==> config.mk <==
export PLATFORM = sky130hd
export DESIGN_NAME = i2cm_byte_ctrl
export DESIGN_NICKNAME = d
export VERILOG_FILES = /design/src/rtl/i2cm_pkg.sv /design/src/rtl/i2cm_half_timer.sv /design/src/rtl/i2cm_byte_engine.sv /design/src/rtl/i2cm_regs.sv /design/src/rtl/i2cm_byte_ctrl.sv
export SDC_FILE = /design/constraint.sdc
export NUM_CORES = 1
export LEC_CHECK = 0
export ABC_AREA = 1
export BUFFER_PORTS_ARGS = -buffer_cell sky130_fd_sc_hd__buf_2
export CORE_UTILIZATION = 50
export DETAILED_ROUTE_END_ITERATION = 10
export PLACE_DENSITY = 0.8
export SLEW_MARGIN = 20
export SYNTH_ARGS = -nofsm -noshare
export SYNTH_HDL_FRONTEND = slang
export SYNTH_SLANG_ARGS = --single-unit
==> constraint.sdc <==
create_clock -name clk -period 1.7 [get_ports clk]
set_clock_uncertainty 0.2 [all_clocks]
set_input_delay 0.34 -clock clk [delete_from_list [all_inputs] [get_ports clk]]
set_output_delay 0.34 -clock clk [all_outputs]
set_load 0.1 [all_outputs]
==> src/rtl/i2cm_pkg.sv <==
`timescale 1ns/1ps
package i2cm_pkg;
  typedef enum logic [3:0] {
    S_IDLE, S_ST_A, S_ST_B, S_B_LO, S_B_HI, S_A_LO, S_A_HI,
    S_HOLD, S_SP_A, S_SP_B, S_SP_C
  } eng_state_e;

  localparam logic [1:0] A_CTRL = 2'd0;
  localparam logic [1:0] A_DATA = 2'd1;
  localparam logic [1:0] A_CLK  = 2'd2;

  localparam int CB_FLAG = 0;
  localparam int CB_IE   = 1;
  localparam int CB_ACK  = 2;
  localparam int CB_RUN  = 3;
  localparam int CB_SACK = 7;
endpackage

==> src/rtl/i2cm_half_timer.sv <==
`timescale 1ns/1ps
module i2cm_half_timer #(
  parameter int TICK_DIV = 4,
  parameter int CS_W     = 4
) (
  input  logic            clk,
  input  logic            rst_n,
  input  logic            en,
  input  logic [CS_W-1:0] cs,
  output logic            half_end
);
  localparam int PW = (TICK_DIV > 1) ? $clog2(TICK_DIV) : 1;
  localparam logic [PW-1:0] P_LAST = PW'(TICK_DIV - 1);

  logic [PW-1:0]   pcnt_q, pcnt_d;
  logic [CS_W-1:0] hcnt_q, hcnt_d;
  logic            base_tick;

  always_comb begin
    base_tick = (pcnt_q == P_LAST);
    half_end  = en && base_tick && (hcnt_q >= cs);
    pcnt_d    = pcnt_q;
    hcnt_d    = hcnt_q;
    if (!en) begin
      pcnt_d = '0;
      hcnt_d = '0;
    end else begin
      pcnt_d = base_tick ? '0 : pcnt_q + PW'(1);
      if (half_end)       hcnt_d = '0;
      else if (base_tick) hcnt_d = hcnt_q + CS_W'(1);
    end
  end

  always_ff @(posedge clk or negedge rst_n) begin
    if (!rst_n) begin
      pcnt_q <= '0;
      hcnt_q <= '0;
    end else begin
      pcnt_q <= pcnt_d;
      hcnt_q <= hcnt_d;
    end
  end

  // every enabled stretch starts from a fresh half period
  assert_timer_restart_R3: assert property (@(posedge clk) disable iff (!rst_n)
    (en && !$past(en)) |-> (pcnt_q == '0 && hcnt_q == '0));
endmodule

==> src/rtl/i2cm_byte_engine.sv <==
`timescale 1ns/1ps
module i2cm_byte_engine
  import i2cm_pkg::*;
#(
  parameter int DW = 8
) (
  input  logic          clk,
  input  logic          rst_n,
  input  logic          start,
  input  logic          go,
  input  logic          run,
  input  logic [DW-1:0] tx_byte,
  input  logic          ack_en,
  input  logic          half_end,
  input  logic          sda_in,
  output logic          timer_en,
  output logic          busy,
  output logic          holding,
  output logic          byte_done,
  output logic          rx_mode,
  output logic [DW-1:0] rx_byte,
  output logic          slave_ack,
  output logic          scl,
  output logic          sda
);
  localparam int BW = $clog2(DW);
  localparam logic [BW-1:0] B_LAST = BW'(DW - 1);

  eng_state_e    state_q, state_d;
  logic [DW-1:0] sh_q, sh_d;
  logic [BW-1:0] bit_q, bit_d;
  logic          addr_q, addr_d;
  logic          rd_q, rd_d;
  logic          sack_q, sack_d;
  logic          sda_q, sda_d;

  assign rx_mode   = rd_q & ~addr_q;
  assign busy      = (state_q != S_IDLE);
  assign holding   = (state_q == S_HOLD);
  assign timer_en  = busy && !holding;
  assign byte_done = half_end && (state_q == S_A_HI);
  assign rx_byte   = sh_q;
  assign slave_ack = sack_q;
  assign sda       = sda_q;
  assign scl       = (state_q inside {S_IDLE, S_ST_A, S_B_HI, S_A_HI, S_SP_B, S_SP_C});

  always_comb begin
    state_d = state_q;
    sh_d    = sh_q;
    bit_d   = bit_q;
    addr_d  = addr_q;
    rd_d    = rd_q;
    sack_d  = sack_q;
    sda_d   = sda_q;
    case (state_q)
      S_IDLE: if (start) begin
        state_d = S_ST_A;
        sh_d    = tx_byte;
        bit_d   = B_LAST;
        addr_d  = 1'b1;
        rd_d    = tx_byte[0];
      end
      S_ST_A: if (half_end) state_d = S_ST_B;
      S_ST_B: if (half_end) state_d = S_B_LO;
      S_B_LO: if (half_end) state_d = S_B_HI;
      S_B_HI: if (half_end) begin
        sh_d = {sh_q[DW-2:0], sda_in};
        if (bit_q == '0) state_d = S_A_LO;
        else begin
          bit_d   = bit_q - BW'(1);
          state_d = S_B_LO;
        end
      end
      S_A_LO: if (half_end) state_d = S_A_HI;
      S_A_HI: if (half_end) begin
        state_d = S_HOLD;
        if (!rx_mode) sack_d = ~sda_in;
      end
      S_HOLD: begin
        if (!run) state_d = S_SP_A;
        else if (go) begin
          state_d = S_B_LO;
          sh_d    = tx_byte;
          bit_d   = B_LAST;
          addr_d  = 1'b0;
        end
      end
      S_SP_A: if (half_end) state_d = S_SP_B;
      S_SP_B: if (half_end) state_d = S_SP_C;
      S_SP_C: if (half_end) state_d = S_IDLE;
      default: state_d = S_IDLE;
    endcase
    // SDA moves only while SCL is low, or inside START/STOP phases
    case (state_q)
      S_IDLE, S_SP_C: sda_d = 1'b1;
      S_ST_A, S_SP_A: sda_d = 1'b0;
      S_B_LO:         sda_d = rx_mode | sh_q[DW-1];
      S_A_LO:         sda_d = rx_mode ? ~ack_en : 1'b1;
      default:        sda_d = sda_q;
    endcase
  end

  always_ff @(posedge clk or negedge rst_n) begin
    if (!rst_n) begin
      state_q <= S_IDLE;
      sh_q    <= '0;
      bit_q   <= '0;
      addr_q  <= 1'b0;
      rd_q    <= 1'b0;
      sack_q  <= 1'b0;
      sda_q   <= 1'b1;
    end else begin
      state_q <= state_d;
      sh_q    <= sh_d;
      bit_q   <= bit_d;
      addr_q  <= addr_d;
      rd_q    <= rd_d;
      sack_q  <= sack_d;
      sda_q   <= sda_d;
    end
  end

  // data line steady while clock high, outside START/STOP
  assert_sda_steady_R2: assert property (@(posedge clk) disable iff (!rst_n)
    ($past(scl) && scl && !($past(state_q) inside {S_ST_A, S_SP_C, S_IDLE}))
      |-> $stable(sda_q));
  // active bus states advance only on a half-period boundary
  assert_step_on_half_R3: assert property (@(posedge clk) disable iff (!rst_n)
    (state_q != $past(state_q) && !($past(state_q) inside {S_IDLE, S_HOLD}))
      |-> $past(half_end));
  // START phase is entered from idle only
  assert_start_from_idle_R11: assert property (@(posedge clk) disable iff (!rst_n)
    (state_q == S_ST_A && $past(state_q) != S_ST_A) |-> $past(state_q) == S_IDLE);
  // STOP begins only from the parked state with run cleared
  assert_stop_from_hold_R10: assert property (@(posedge clk) disable iff (!rst_n)
    (state_q == S_SP_A && $past(state_q) != S_SP_A)
      |-> ($past(state_q) == S_HOLD && !$past(run)));
endmodule

==> src/rtl/i2cm_regs.sv <==
`timescale 1ns/1ps
module i2cm_regs
  import i2cm_pkg::*;
#(
  parameter int CS_W = 4,
  parameter int DW   = 8
) (
  input  logic            clk,
  input  logic            rst_n,
  input  logic            we,
  input  logic [1:0]      addr,
  input  logic [DW-1:0]   wdata,
  output logic [DW-1:0]   rdata,
  input  logic            eng_busy,
  input  logic            eng_holding,
  input  logic            byte_done,
  input  logic            rx_mode,
  input  logic [DW-1:0]   rx_byte,
  input  logic            slave_ack,
  output logic            irq,
  output logic            start,
  output logic            go,
  output logic            run,
  output logic            ack_en,
  output logic [DW-1:0]   tx_byte,
  output logic [CS_W-1:0] cs
);
  logic            run_q, run_d, ie_q, ie_d, ack_q, ack_d, flag_q, flag_d;
  logic [DW-1:0]   data_q, data_d;
  logic [CS_W-1:0] cs_q, cs_d;
  logic            ctrl_wr, data_wr, clk_wr, data_ok;

  always_comb begin
    ctrl_wr = we && (addr == A_CTRL);
    data_wr = we && (addr == A_DATA);
    clk_wr  = we && (addr == A_CLK);
    data_ok = data_wr && (!eng_busy || (eng_holding && !flag_q));
    start   = ctrl_wr && wdata[CB_RUN] && !eng_busy;
    go      = data_wr && eng_holding && !flag_q && run_q;
    tx_byte = data_ok ? wdata : data_q;

    run_d  = ctrl_wr ? wdata[CB_RUN] : run_q;
    ie_d   = ctrl_wr ? wdata[CB_IE]  : ie_q;
    ack_d  = ctrl_wr ? wdata[CB_ACK] : ack_q;
    cs_d   = clk_wr  ? wdata[CS_W-1:0] : cs_q;
    flag_d = flag_q;
    if (byte_done)                        flag_d = 1'b1;
    else if (ctrl_wr && !wdata[CB_FLAG])  flag_d = 1'b0;
    data_d = data_q;
    if (byte_done && rx_mode) data_d = rx_byte;
    else if (data_ok)         data_d = wdata;

    rdata = '0;
    case (addr)
      A_CTRL: begin
        rdata[CB_FLAG] = flag_q;
        rdata[CB_IE]   = ie_q;
        rdata[CB_ACK]  = ack_q;
        rdata[CB_RUN]  = run_q;
        rdata[CB_SACK] = slave_ack;
      end
      A_DATA:  rdata = data_q;
      A_CLK:   rdata = DW'(cs_q);
      default: rdata = '0;
    endcase
  end

  always_ff @(posedge clk or negedge rst_n) begin
    if (!rst_n) begin
      run_q  <= 1'b0;
      ie_q   <= 1'b0;
      ack_q  <= 1'b0;
      flag_q <= 1'b0;
      data_q <= '0;
      cs_q   <= '0;
    end else begin
      run_q  <= run_d;
      ie_q   <= ie_d;
      ack_q  <= ack_d;
      flag_q <= flag_d;
      data_q <= data_d;
      cs_q   <= cs_d;
    end
  end

  assign irq    = ie_q & flag_q;
  assign run    = run_q;
  assign ack_en = ack_q;
  assign cs     = cs_q;

  // every finished byte leaves the flag raised
  assert_flag_sets_R6: assert property (@(posedge clk) disable iff (!rst_n)
    byte_done |=> flag_q);
  // a byte never ends while the previous event is still pending
  assert_no_lost_event_R9: assert property (@(posedge clk) disable iff (!rst_n)
    byte_done |-> !flag_q);
  // writing 1 to the flag cannot raise it
  assert_w1_no_effect_R7: assert property (@(posedge clk) disable iff (!rst_n)
    (ctrl_wr && wdata[CB_FLAG] && !flag_q && !byte_done) |=> !flag_q);
endmodule

==> src/rtl/i2cm_byte_ctrl.sv <==
`timescale 1ns/1ps
module i2cm_byte_ctrl
  import i2cm_pkg::*;
#(
  parameter int TICK_DIV = 4,
  parameter int CS_W     = 4
) (
  input  logic       clk,
  input  logic       rst_n,
  input  logic       reg_we,
  input  logic [1:0] reg_addr,
  input  logic [7:0] reg_wdata,
  output logic [7:0] reg_rdata,
  output logic       irq,
  output logic       scl_o,
  output logic       sda_o,
  input  logic       sda_i
);
  localparam int DW = 8;

  logic [1:0]      rst_sync_q;
  logic            rst_int_n;
  logic            start, go, run, ack_en, half_end, timer_en;
  logic            busy, holding, byte_done, rx_mode, slave_ack;
  logic [DW-1:0]   tx_byte, rx_byte;
  logic [CS_W-1:0] cs;

  always_ff @(posedge clk or negedge rst_n) begin
    if (!rst_n) rst_sync_q <= 2'b00;
    else        rst_sync_q <= {rst_sync_q[0], 1'b1};
  end
  assign rst_int_n = rst_sync_q[1];

  i2cm_half_timer #(.TICK_DIV(TICK_DIV), .CS_W(CS_W)) timer_i (
    .clk(clk), .rst_n(rst_int_n), .en(timer_en), .cs(cs), .half_end(half_end)
  );

  i2cm_byte_engine #(.DW(DW)) engine_i (
    .clk(clk), .rst_n(rst_int_n), .start(start), .go(go), .run(run),
    .tx_byte(tx_byte), .ack_en(ack_en), .half_end(half_end), .sda_in(sda_i),
    .timer_en(timer_en), .busy(busy), .holding(holding), .byte_done(byte_done),
    .rx_mode(rx_mode), .rx_byte(rx_byte), .slave_ack(slave_ack),
    .scl(scl_o), .sda(sda_o)
  );

  i2cm_regs #(.CS_W(CS_W), .DW(DW)) regs_i (
    .clk(clk), .rst_n(rst_int_n), .we(reg_we), .addr(reg_addr),
    .wdata(reg_wdata), .rdata(reg_rdata), .eng_busy(busy),
    .eng_holding(holding), .byte_done(byte_done), .rx_mode(rx_mode),
    .rx_byte(rx_byte), .slave_ack(slave_ack), .irq(irq), .start(start),
    .go(go), .run(run), .ack_en(ack_en), .tx_byte(tx_byte), .cs(cs)
  );
endmodule

==> impl_metrics.tcl, run 1 <==
set metrics [dict create \
    fin_crit_ns 2.14 \
    holdCritPathClass "register to asynchronous set/reset pin" \
    r2r_cells 9 \
    endpoint_kind "register" \
    area_growth_pct 62.0 \
    io_pins 25 \
    clock-sinks 43 \
    grt_pass1_wl_microns 14500 \
    dr.pass1.iters 7 \
    rsz0062_at_grt "true" \
    final_nets 469 \
    port_buffers 24 \
    power.total_mw 8.02 \
    syn-cell-area_sq_um 2680 \
    crit_fanout 8 \
    violations "setup timing" \
    max_clock_freq_mhz 468 \
    cts_tree "done" \
    async_flop_share 1.00 \
    ys.flop_type "dfrtp_1" \
    wirelength_microns 11200 \
    post_route_cells_drive_above_1_share 0.496 \
    slew_violations 0 \
    n_fill_cell 247 \
    clk_pin_slew_ns 0.09 \
    grt_max_degree 42 \
    p_leak_nw 2.18 \
    initial_core_util 0.520 \
    avgViaCountPerCell 6.19 \
    hold_violations 0 \
    synth-seq-area-share 0.403 \
    num_rows 26 \
    grt_antenna_before_repair 0 \
    drcViolationCount 0 \
    stdcell_area_sq_um 4330 \
    ys_types 32 \
    pwr_density_cell_nw_per_um2 1850 \
    status "finished with violations" \
    syn_nets 372 \
    htree_levels 2 \
    cts-buffers-inserted 5 \
    setup_viol 38 \
    drv_cap 0 \
    synth_edf_count 0 \
    utilization 0.843 \
    synth_seq_cells 43 \
    core_sq_um 5140 \
    path_class "register to register" \
    setup.worst_path.start_class "register" \
    grtUsageTotal 0.350 \
    yosysWarnings 0 \
    clk-insertion-delay-late_ns 0.31 \
    postRouteAntennaNets 0 \
    place_area_sq_um 3450 \
    fin_ws_ns -0.438 \
    cts_buffer_depth 2 \
    antenna-diode-count 0 \
    critical_path_arrival_ns 2.13 \
    die-area_sq_um 5650 \
    num_vias 3207 \
    avgSynthCellArea_sq_um 7.64 \
    drtIter0Drc 405 \
    synth_cells 350 \
    dp_hpwl_microns 5290 \
    die_w_microns 75.1 \
    die_h_microns 75.1 \
    overflow 0 \
    root_buffer "clkbuf_8" \
    grt_pass1_vias 3099 \
    vdd_ir_drop_max_mv 1.19 \
    gp_congestion 0.874 \
    finalCritPeriodShare 1.26 \
    critPathRequiredTime_ns 1.69 \
    wl_per_cell_microns 21.6 \
]
## state kept, by name (all words and copies together) (netlist names)
name,cells
engine_i.rx_byte,8
regs_i.data_q,8
engine_i.state_q,4
regs_i.cs,4
timer_i.hcnt_q,4
engine_i.bit_q,3
rst_sync_q,2
timer_i.pcnt_q,2
engine_i.addr_q,1
engine_i.rd_q,1
engine_i.sda,1
engine_i.slave_ack,1
regs_i.ack_en,1
regs_i.flag_q,1
regs_i.ie_q,1
regs_i.run,1
## cell usage in the layout (no fill, tap or decap), types with 13 or more instances in the layout
cell	n
buf_12	14
buf_6	18
nand2_2	33
nand2_4	18
dfrtp_1	39
nand2_1	77
inv_1	33
nor2_4	13
buf_4	45
nand3_1	23
## synth_stat cells, drive strengths merged (2+ instances only)
library cell	count	area, sq um
a21oi	5	25.0
buf	2	20.0
dfrtp	42	1050
ha	8	100
inv	51	199
nand2	131	582
nand3	34	213
nand4	11	68.8
nor2	24	145
nor3	3	15.0
o211ai	2	15.0
o21ai	26	138
o21bai	2	15.0
o221ai	3	26.3
xnor2	2	17.5
## final timing paths
check / startpoint / end / slack [ns]
setup / recovery: regs_i.cs[2]$_DFFE_PN0P_ / regs_i.data_q[5]$_DFF_PN0_ / -0.44
hold / removal: rst_sync_q[1]$_DFF_PN0_ / regs_i.data_q[2]$_DFF_PN0_ / 0.04
setup reg to reg: regs_i.cs[2]$_DFFE_PN0P_ / regs_i.data_q[5]$_DFF_PN0_ / -0.44
hold reg to reg: rst_sync_q[1]$_DFF_PN0_ / regs_i.data_q[2]$_DFF_PN0_ / 0.04
max in group asynchronous: rst_sync_q[1]$_DFF_PN0_ / engine_i.sda$_DFFE_PN1P_ / 0.99
min in group clk: sda_i / engine_i.slave_ack$_DFFE_PN0P_ / 0.05
## critical path, cell delays in order, from the launching register on
cell	delay, ns
dfrtp_1	0.48
inv_1	0.12
ha_4	0.29
nand2_4	0.06
inv_4	0.10
nand2_4	0.07
nand3_4	0.12
nand3_4	0.14
nor2_4	0.30
o21ai_1	0.12
## metrics by stage
stage / cells / setup WS, ns / TNS (ns) / hold slack, ns
5_1_grt: 518 / -0.547 / -14.28 / 0.0362
3_5_place_dp: 487 / -0.254 / -6.73 / -0.0734
4_1_cts: 512 / -0.278 / -5.17 / 0.0417
2_1_floorplan: 350 / -0.773 / -5.74 / -0.156
3_3_place_gp: 487 / -0.155 / -4.02 / -0.0727
6_report: 518 / -0.438 / -10.09 / 0.0370
## kinds of logic after synthesis
| logic type | synth area share |
|---|---|
| and+or+nand+nor | 0.383 |
| buffers and inverters | 0.0819 |
| DFF | 0.403 |
| AOI/OAI and AO/OA | 0.0842 |
| adders and majority gates | 0.0374 |
| xor gates and xnor gates | 0.00982 |
| other | 0.00140 |
## layer usage
layer,vias up,GRT usage,part of all wire
met5,-,0,0
met4,0,0.218,0.075
met3,107,0.0937,0.10
met2,275,0.610,0.48
met1,1501,0.378,0.35
li1,1324,-,-
## cell type report
class                      count  area [sq um]  area share
tap                           70          87.6      0.0202
sequential                    43          1080       0.249
timing repair buffer          90           901       0.208
inverter                      51           239      0.0551
multi-input combinational    256          1890       0.437
clock buffer                   6          72.6      0.0167
clock inverter                 2          60.1      0.0139
## where the power goes
group	switching (mW)	leakage (nW)	internal [mW]	total (mW)
Combinational	3.22	1.60	2.04	5.26
Clock	0.390	0.0654	0.588	0.978
Sequential	0.352	0.509	1.43	1.78
Total	3.96	2.18	4.05	8.02
## repair_timing
| item | in CTS | in global routing |
|---|---|---|
| setup endpoints to repair | 38 | 41 |
| hold endpoints to repair | 2 | 0 |
| cloned | 1 | 1 |
| setup buffers | 18 | 9 |
| pin swaps | 27 | 36 |
| resized for setup | 78 | 75 |
| hold buffers | 1 | 0 |
Note: power is estimated with default switching activity, not from simulation.
==> inputs of run 2 (changes only) <==
- PLACE_DENSITY: 0.8 -> 0.76
==> impl_metrics.tcl, run 2 (synthesized netlist as in run 1, its figures left out) <==
set metrics [dict create \
    grt_antenna_before_repair 0 \
    fin_ws_ns -0.433 \
    antenna-diode-count 0 \
    num_vias 3305 \
    htree_levels 2 \
    status "finished with violations" \
    setup_viol 41 \
    holdCritPathClass "register to asynchronous set/reset pin" \
    max_clock_freq_mhz 469 \
    place_inst 489 \
    cts_tree "done" \
    place_ws_ns -0.220 \
    critPathRequiredTime_ns 1.68 \
    grt_pass1_vias 2945 \
    fin_setup_tns_ns -9.11 \
    num_rows 26 \
    final_cells 530 \
    avgViaCountPerCell 6.24 \
    n_fill_cell 212 \
    io_pins 25 \
    drv_cap 0 \
    die_w_microns 75.1 \
    endpoint_kind "register" \
    p_leak_nw 2.28 \
    slew_violations 0 \
    dr.pass1.iters 7 \
    r2r_cells 11 \
    clk_pin_slew_ns 0.09 \
    grt_max_degree 42 \
    layout_commonest_cell "nand2_1" \
    hold_violations 0 \
    power.total_mw 8.22 \
    hold_ws_ns 0.0355 \
    pwr_density_cell_nw_per_um2 1830 \
    grtUsageTotal 0.336 \
    mostFrequentLayoutCells "nand2_1 (71), buf_4 (49), dfrtp_1 (39)" \
    port_buffers 24 \
    drcViolationCount 0 \
    setup.worst_path.start_class "register" \
    drtIter0Drc 418 \
    fin_crit_ns 2.13 \
    gp_congestion 0.868 \
    clock-sinks 43 \
    wirelength_microns 11400 \
    path_class "register to register" \
    cts_buffer_depth 2 \
    clk-insertion-delay-late_ns 0.31 \
    critical_path_arrival_ns 2.11 \
    die_h_microns 75.1 \
    crit_fanout 5 \
    die-area_sq_um 5650 \
    area_growth_pct 68.2 \
    overflow 0 \
    post_route_cells_drive_above_1_share 0.535 \
    vdd_ir_drop_max_mv 1.19 \
    postRouteAntennaNets 0 \
    violations "setup timing" \
    finalCritPeriodShare 1.25 \
    final_nets 481 \
    grt_pass1_wl_microns 13800 \
    dp_hpwl_microns 5130 \
    rsz0062_at_grt "true" \
    root_buffer "clkbuf_8" \
    initial_core_util 0.520 \
    multiInputGateArea_sq_um 1940 \
    cts-buffers-inserted 5 \
    final-seq-area_sq_um 1080 \
    wl_per_cell_microns 21.5 \
    core_sq_um 5140 \
]
run 2: changes by cell type in the layout (fill, tap and decap cells not counted), moves of 2 or more:
cell	before	now
nand2_1	77	71
inv_2	10	12
o21ai_1	9	7
nand3_1	23	17
buf_4	45	49
nand3_2	4	10
buf_6	18	25
nand2_2	33	38
o21ai_2	6	8
inv_4	3	1
run 2: cell type report:
cell class / count / share of cell area
flip-flops and latches: 43 / 0.240
clock buffers: 6 / 0.0183
repair buffers: 102 / 0.230
clock inverters: 2 / 0.00862
inverters: 51 / 0.0531
well taps: 70 / 0.0195
multi-input cells: 256 / 0.430
run 2: what timing repair did:
action                                  in CTS  in global routing
endpoints found under the setup margin      38                 41
hold buffers                                 1                  0
hold endpoints to repair                     2                  0
buffers inserted                            16                 19
gates cloned                                 2                  0
gates resized for setup                     94                 78
pin swaps                                   26                 47
run 2: power breakdown:
group	internal, mW	switching [mW]	leakage, nW
clock	0.484	0.395	0.0618
sequential	1.42	0.327	0.510
combinational	2.16	3.43	1.71
run 2: worst max-delay path: stages (launching register included):
cell	delay, ns
dfrtp_2	0.44
buf_6	0.16
nor2_4	0.06
buf_4	0.14
nand2_1	0.15
nand2_1	0.12
nor2_2	0.16
nand3_2	0.12
nand2_4	0.14
nand3_4	0.12
nand2_2	0.11
nand2_1	0.08
run 2: path summary, 6_finish.rpt:
check                                                start                               to  slack [ns]
max                        engine_i.state_q[3]$_DFFE_PN0P_  engine_i.state_q[1]$_DFFE_PN0P_       -0.43
min                                rst_sync_q[1]$_DFF_PN0_       regs_i.data_q[4]$_DFF_PN0_        0.04
max reg2reg                engine_i.state_q[3]$_DFFE_PN0P_  engine_i.state_q[1]$_DFFE_PN0P_       -0.43
min reg2reg                        rst_sync_q[1]$_DFF_PN0_       regs_i.data_q[4]$_DFF_PN0_        0.04
max in group asynchronous          rst_sync_q[1]$_DFF_PN0_         engine_i.sda$_DFFE_PN1P_        0.99
min in group clk                                     sda_i   engine_i.slave_ack$_DFFE_PN0P_        0.05
run 2: per-stage QoR:
| step | util | area, sq um |
|---|---|---|
| global placement | 0.677 | 3480 |
| floorplan | - | 2740 |
| finish | 0.876 | 4500 |
| global route | 0.876 | 4500 |
| detailed placement | 0.677 | 3480 |
| CTS | 0.799 | 4110 |
run 2: metal layers:
layer / part of all wire / global-route usage / up-vias / wire length, microns
li1: - / - / 1344 / -
met1: 0.35 / 0.388 / 1521 / 4020
met2: 0.47 / 0.608 / 316 / 5300
met3: 0.094 / 0.0442 / 124 / 1070
met4: 0.088 / 0.177 / 0 / 1010
met5: 0 / 0 / - / 0
==> inputs of run 3 (changes only) <==
- CTS_BUF_LIST: unset -> sky130_fd_sc_hd__clkbuf_2 sky130_fd_sc_hd__clkbuf_4 sky130_fd_sc_hd__clkbuf_8
- SYNTH_HIERARCHICAL: unset -> 1
==> impl_metrics.tcl, run 3 <==
set metrics [dict create \
    cts_tree "done" \
    clk_pin_slew_ns 0.10 \
    antenna-diode-count 0 \
    tightest_slew_ns 0.616 \
    holdCritPathClass "register to asynchronous set/reset pin" \
    timing.rr.start "engine_i/state_q[0]$_DFFE_PN0P_" \
    core_sq_um 5200 \
    slew_headroom 0.588 \
    clk-insertion-delay-late_ns 0.32 \
    critical_path_arrival_ns 2.39 \
    htree_levels 2 \
    yosysWarnings 6 \
    initial_core_util 0.531 \
    synth_seq_cells 43 \
    synth-seq-area-share 0.390 \
    endpoint_kind "register" \
    max_clock_freq_mhz 422 \
    fin_crit_ns 2.37 \
    p_leak_nw 2.41 \
    utilization 0.909 \
    ys_types 30 \
    synth_top_cell_area_share 0.380 \
    root_buffer "clkbuf_8" \
    overflow 0 \
    layout_commonest_cell "nand2_1" \
    final_nets 550 \
    synth_cells 397 \
    cts_buffer_depth 2 \
    final_cells 599 \
    port_buffers 24 \
    die_h_microns 76.4 \
    synth.largest_area_cell "dfrtp_1" \
    finalCritPeriodShare 1.39 \
    status "finished with violations" \
    postRouteAntennaNets 0 \
    drtIter0Drc 679 \
    ys.flop_type "dfrtp_1" \
    clock-sinks 43 \
    grt_pass1_vias 3318 \
    r2r_cells 14 \
    avgSynthCellArea_sq_um 6.97 \
    syn_nets 419 \
    fin_ws_ns -0.669 \
    rsz0062_at_grt "true" \
    async_flop_share 1.00 \
    wirelength_microns 14200 \
    place_inst 561 \
    path_class "register to register" \
    io_pins 25 \
    area_growth_pct 71.1 \
    dp_hpwl_microns 5810 \
    r2r_slack_ns -0.67 \
    mostFrequentLayoutCells "nand2_1 (106), buf_4 (81), dfrtp_1 (40)" \
    num_rows 26 \
    setup.worst_path.start_class "register" \
    drv_cap 0 \
    dr.pass1.iters 6 \
    wl_per_cell_microns 23.6 \
    cts-buffers-inserted 5 \
    grtUsageTotal 0.344 \
    vdd_ir_drop_max_mv 1.27 \
    synth_most_common_cell "nand2_1" \
    critPathRequiredTime_ns 1.72 \
    place_area_sq_um 3870 \
    power.total_mw 8.42 \
    slew_violations 0 \
    synthTopCellsByCount "nand2_1 (138), inv_1 (56), dfrtp_1 (42), nand3_1 (41), nor2_1 (36)" \
    num_vias 3880 \
    syn-cell-area_sq_um 2770 \
    drcViolationCount 0 \
    die-area_sq_um 5830 \
    synthTopCellsByArea "dfrtp_1 (38%), nand2_1 (19%), inv_1 (7.6%)" \
    hold_ws_ns 0.0683 \
    stdcell_area_sq_um 4730 \
    grt_pass1_wl_microns 15600 \
    violations "setup timing" \
    pwr_density_cell_nw_per_um2 1780 \
    avgViaCountPerCell 6.48 \
    fin_setup_tns_ns -16.86 \
    setup_viol 39 \
    hold_violations 0 \
    die_w_microns 76.4 \
    synth_edf_count 0 \
    post_route_cells_drive_above_1_share 0.503 \
    grt_max_degree 42 \
    r2r_end "engine_i/slave_ack$_DFFE_PN0P_" \
    crit_fanout 5 \
    place_ws_ns -0.460 \
    grt_antenna_before_repair 1 \
    gp_congestion 0.899 \
]
[run 3: cell count changes after synthesis, moves of 3 or more]
cell      change
inv_1        +10
nor2_1       +19
o21bai_1      +3
nor3_1        -3
nand3_1      +11
nand2_1      +29
nand2_4       -4
nand4_1       -8
nand2_2      -10
and2_1        +8
nand3_4       -3
o21ai_0       -5
[run 3: worst max path at each step]
stage	to	from	slack [ns]	depth (start not counted)
global route	engine_i/state_q[0]$_DFFE_PN0P_	engine_i/state_q[0]$_DFFE_PN0P_	-0.68	10
global placement	engine_i/rx_byte[3]$_DFFE_PN0P_	regs_i/cs[1]$_DFFE_PN0P_	-0.32	15
detailed placement	engine_i/rx_byte[6]$_DFFE_PN0P_	regs_i/cs[2]$_DFFE_PN0P_	-0.46	15
finish	engine_i/slave_ack$_DFFE_PN0P_	engine_i/state_q[0]$_DFFE_PN0P_	-0.67	14
CTS	regs_i/data_q[5]$_DFF_PN0_	timer_i/hcnt_q[3]$_DFFE_PN0P_	-0.38	14
floorplan	reg_rdata[1]	reg_addr[1]	-0.78	3
[run 3: cell families (layout without fill, tap and decap cells)]
logic type / count (synthesis) / count (layout) / synth area share
AND/OR/NAND/NOR: 248 / 248 / 0.409
flip-flops: 43 / 43 / 0.390
buffers and inverters: 61 / 193 / 0.0851
adder cells (fa/ha/maj): 8 / 8 / 0.0362
other: 1 / 1 / 0.00136
XOR/XNOR: 1 / 1 / 0.00317
AO/OA/AOI/OAI: 35 / 35 / 0.0760
[run 3: timing repair]
item / CTS / global route
hold buffers: 1 / 0
resized for setup: 55 / 82
hold endpoints to repair: 2 / 0
cloned: 1 / 0
setup endpoints to repair: 34 / 37
setup buffers: 12 / 20
pin swaps: 10 / 32
[run 3: power breakdown]
| part | internal, mW | switching [mW] | total (mW) |
|---|---|---|---|
| combinational | 2.29 | 3.59 | 5.88 |
| sequential | 1.40 | 0.344 | 1.75 |
| clock | 0.371 | 0.423 | 0.794 |
[run 3: final cells by class]
type,instances,area (sq um)
clock buffer,7,96.3
clock inverter,1,7.51
fill,197,474
inverter,58,249
multi-input combinational,293,2010
sequential,43,1080
tap,70,87.6
timing repair buffer,126,1190
timing repair inverter,1,3.75
[run 3: routing by layer]
| layer | vias up | global-route usage | part of all wire |
|---|---|---|---|
| met2 | 396 | 0.591 | 0.45 |
| met1 | 1787 | 0.398 | 0.33 |
| met3 | 189 | 0.0599 | 0.12 |
| met5 | - | 0 | 0.00092 |
| li1 | 1506 | - | - |
| met4 | 2 | 0.210 | 0.10 |
[run 3: worst max-delay path: stages (launching register included)]
cell     delay, ns
dfrtp_1       0.45
nand2_2       0.17
nor2_4        0.07
buf_6         0.12
nor2_4        0.10
nand2_2       0.09
inv_2         0.07
nand2_2       0.06
inv_4         0.08
inv_6         0.05
buf_12        0.12
nor2_4        0.25
buf_6         0.16
a21oi_2       0.05
a31oi_2       0.21
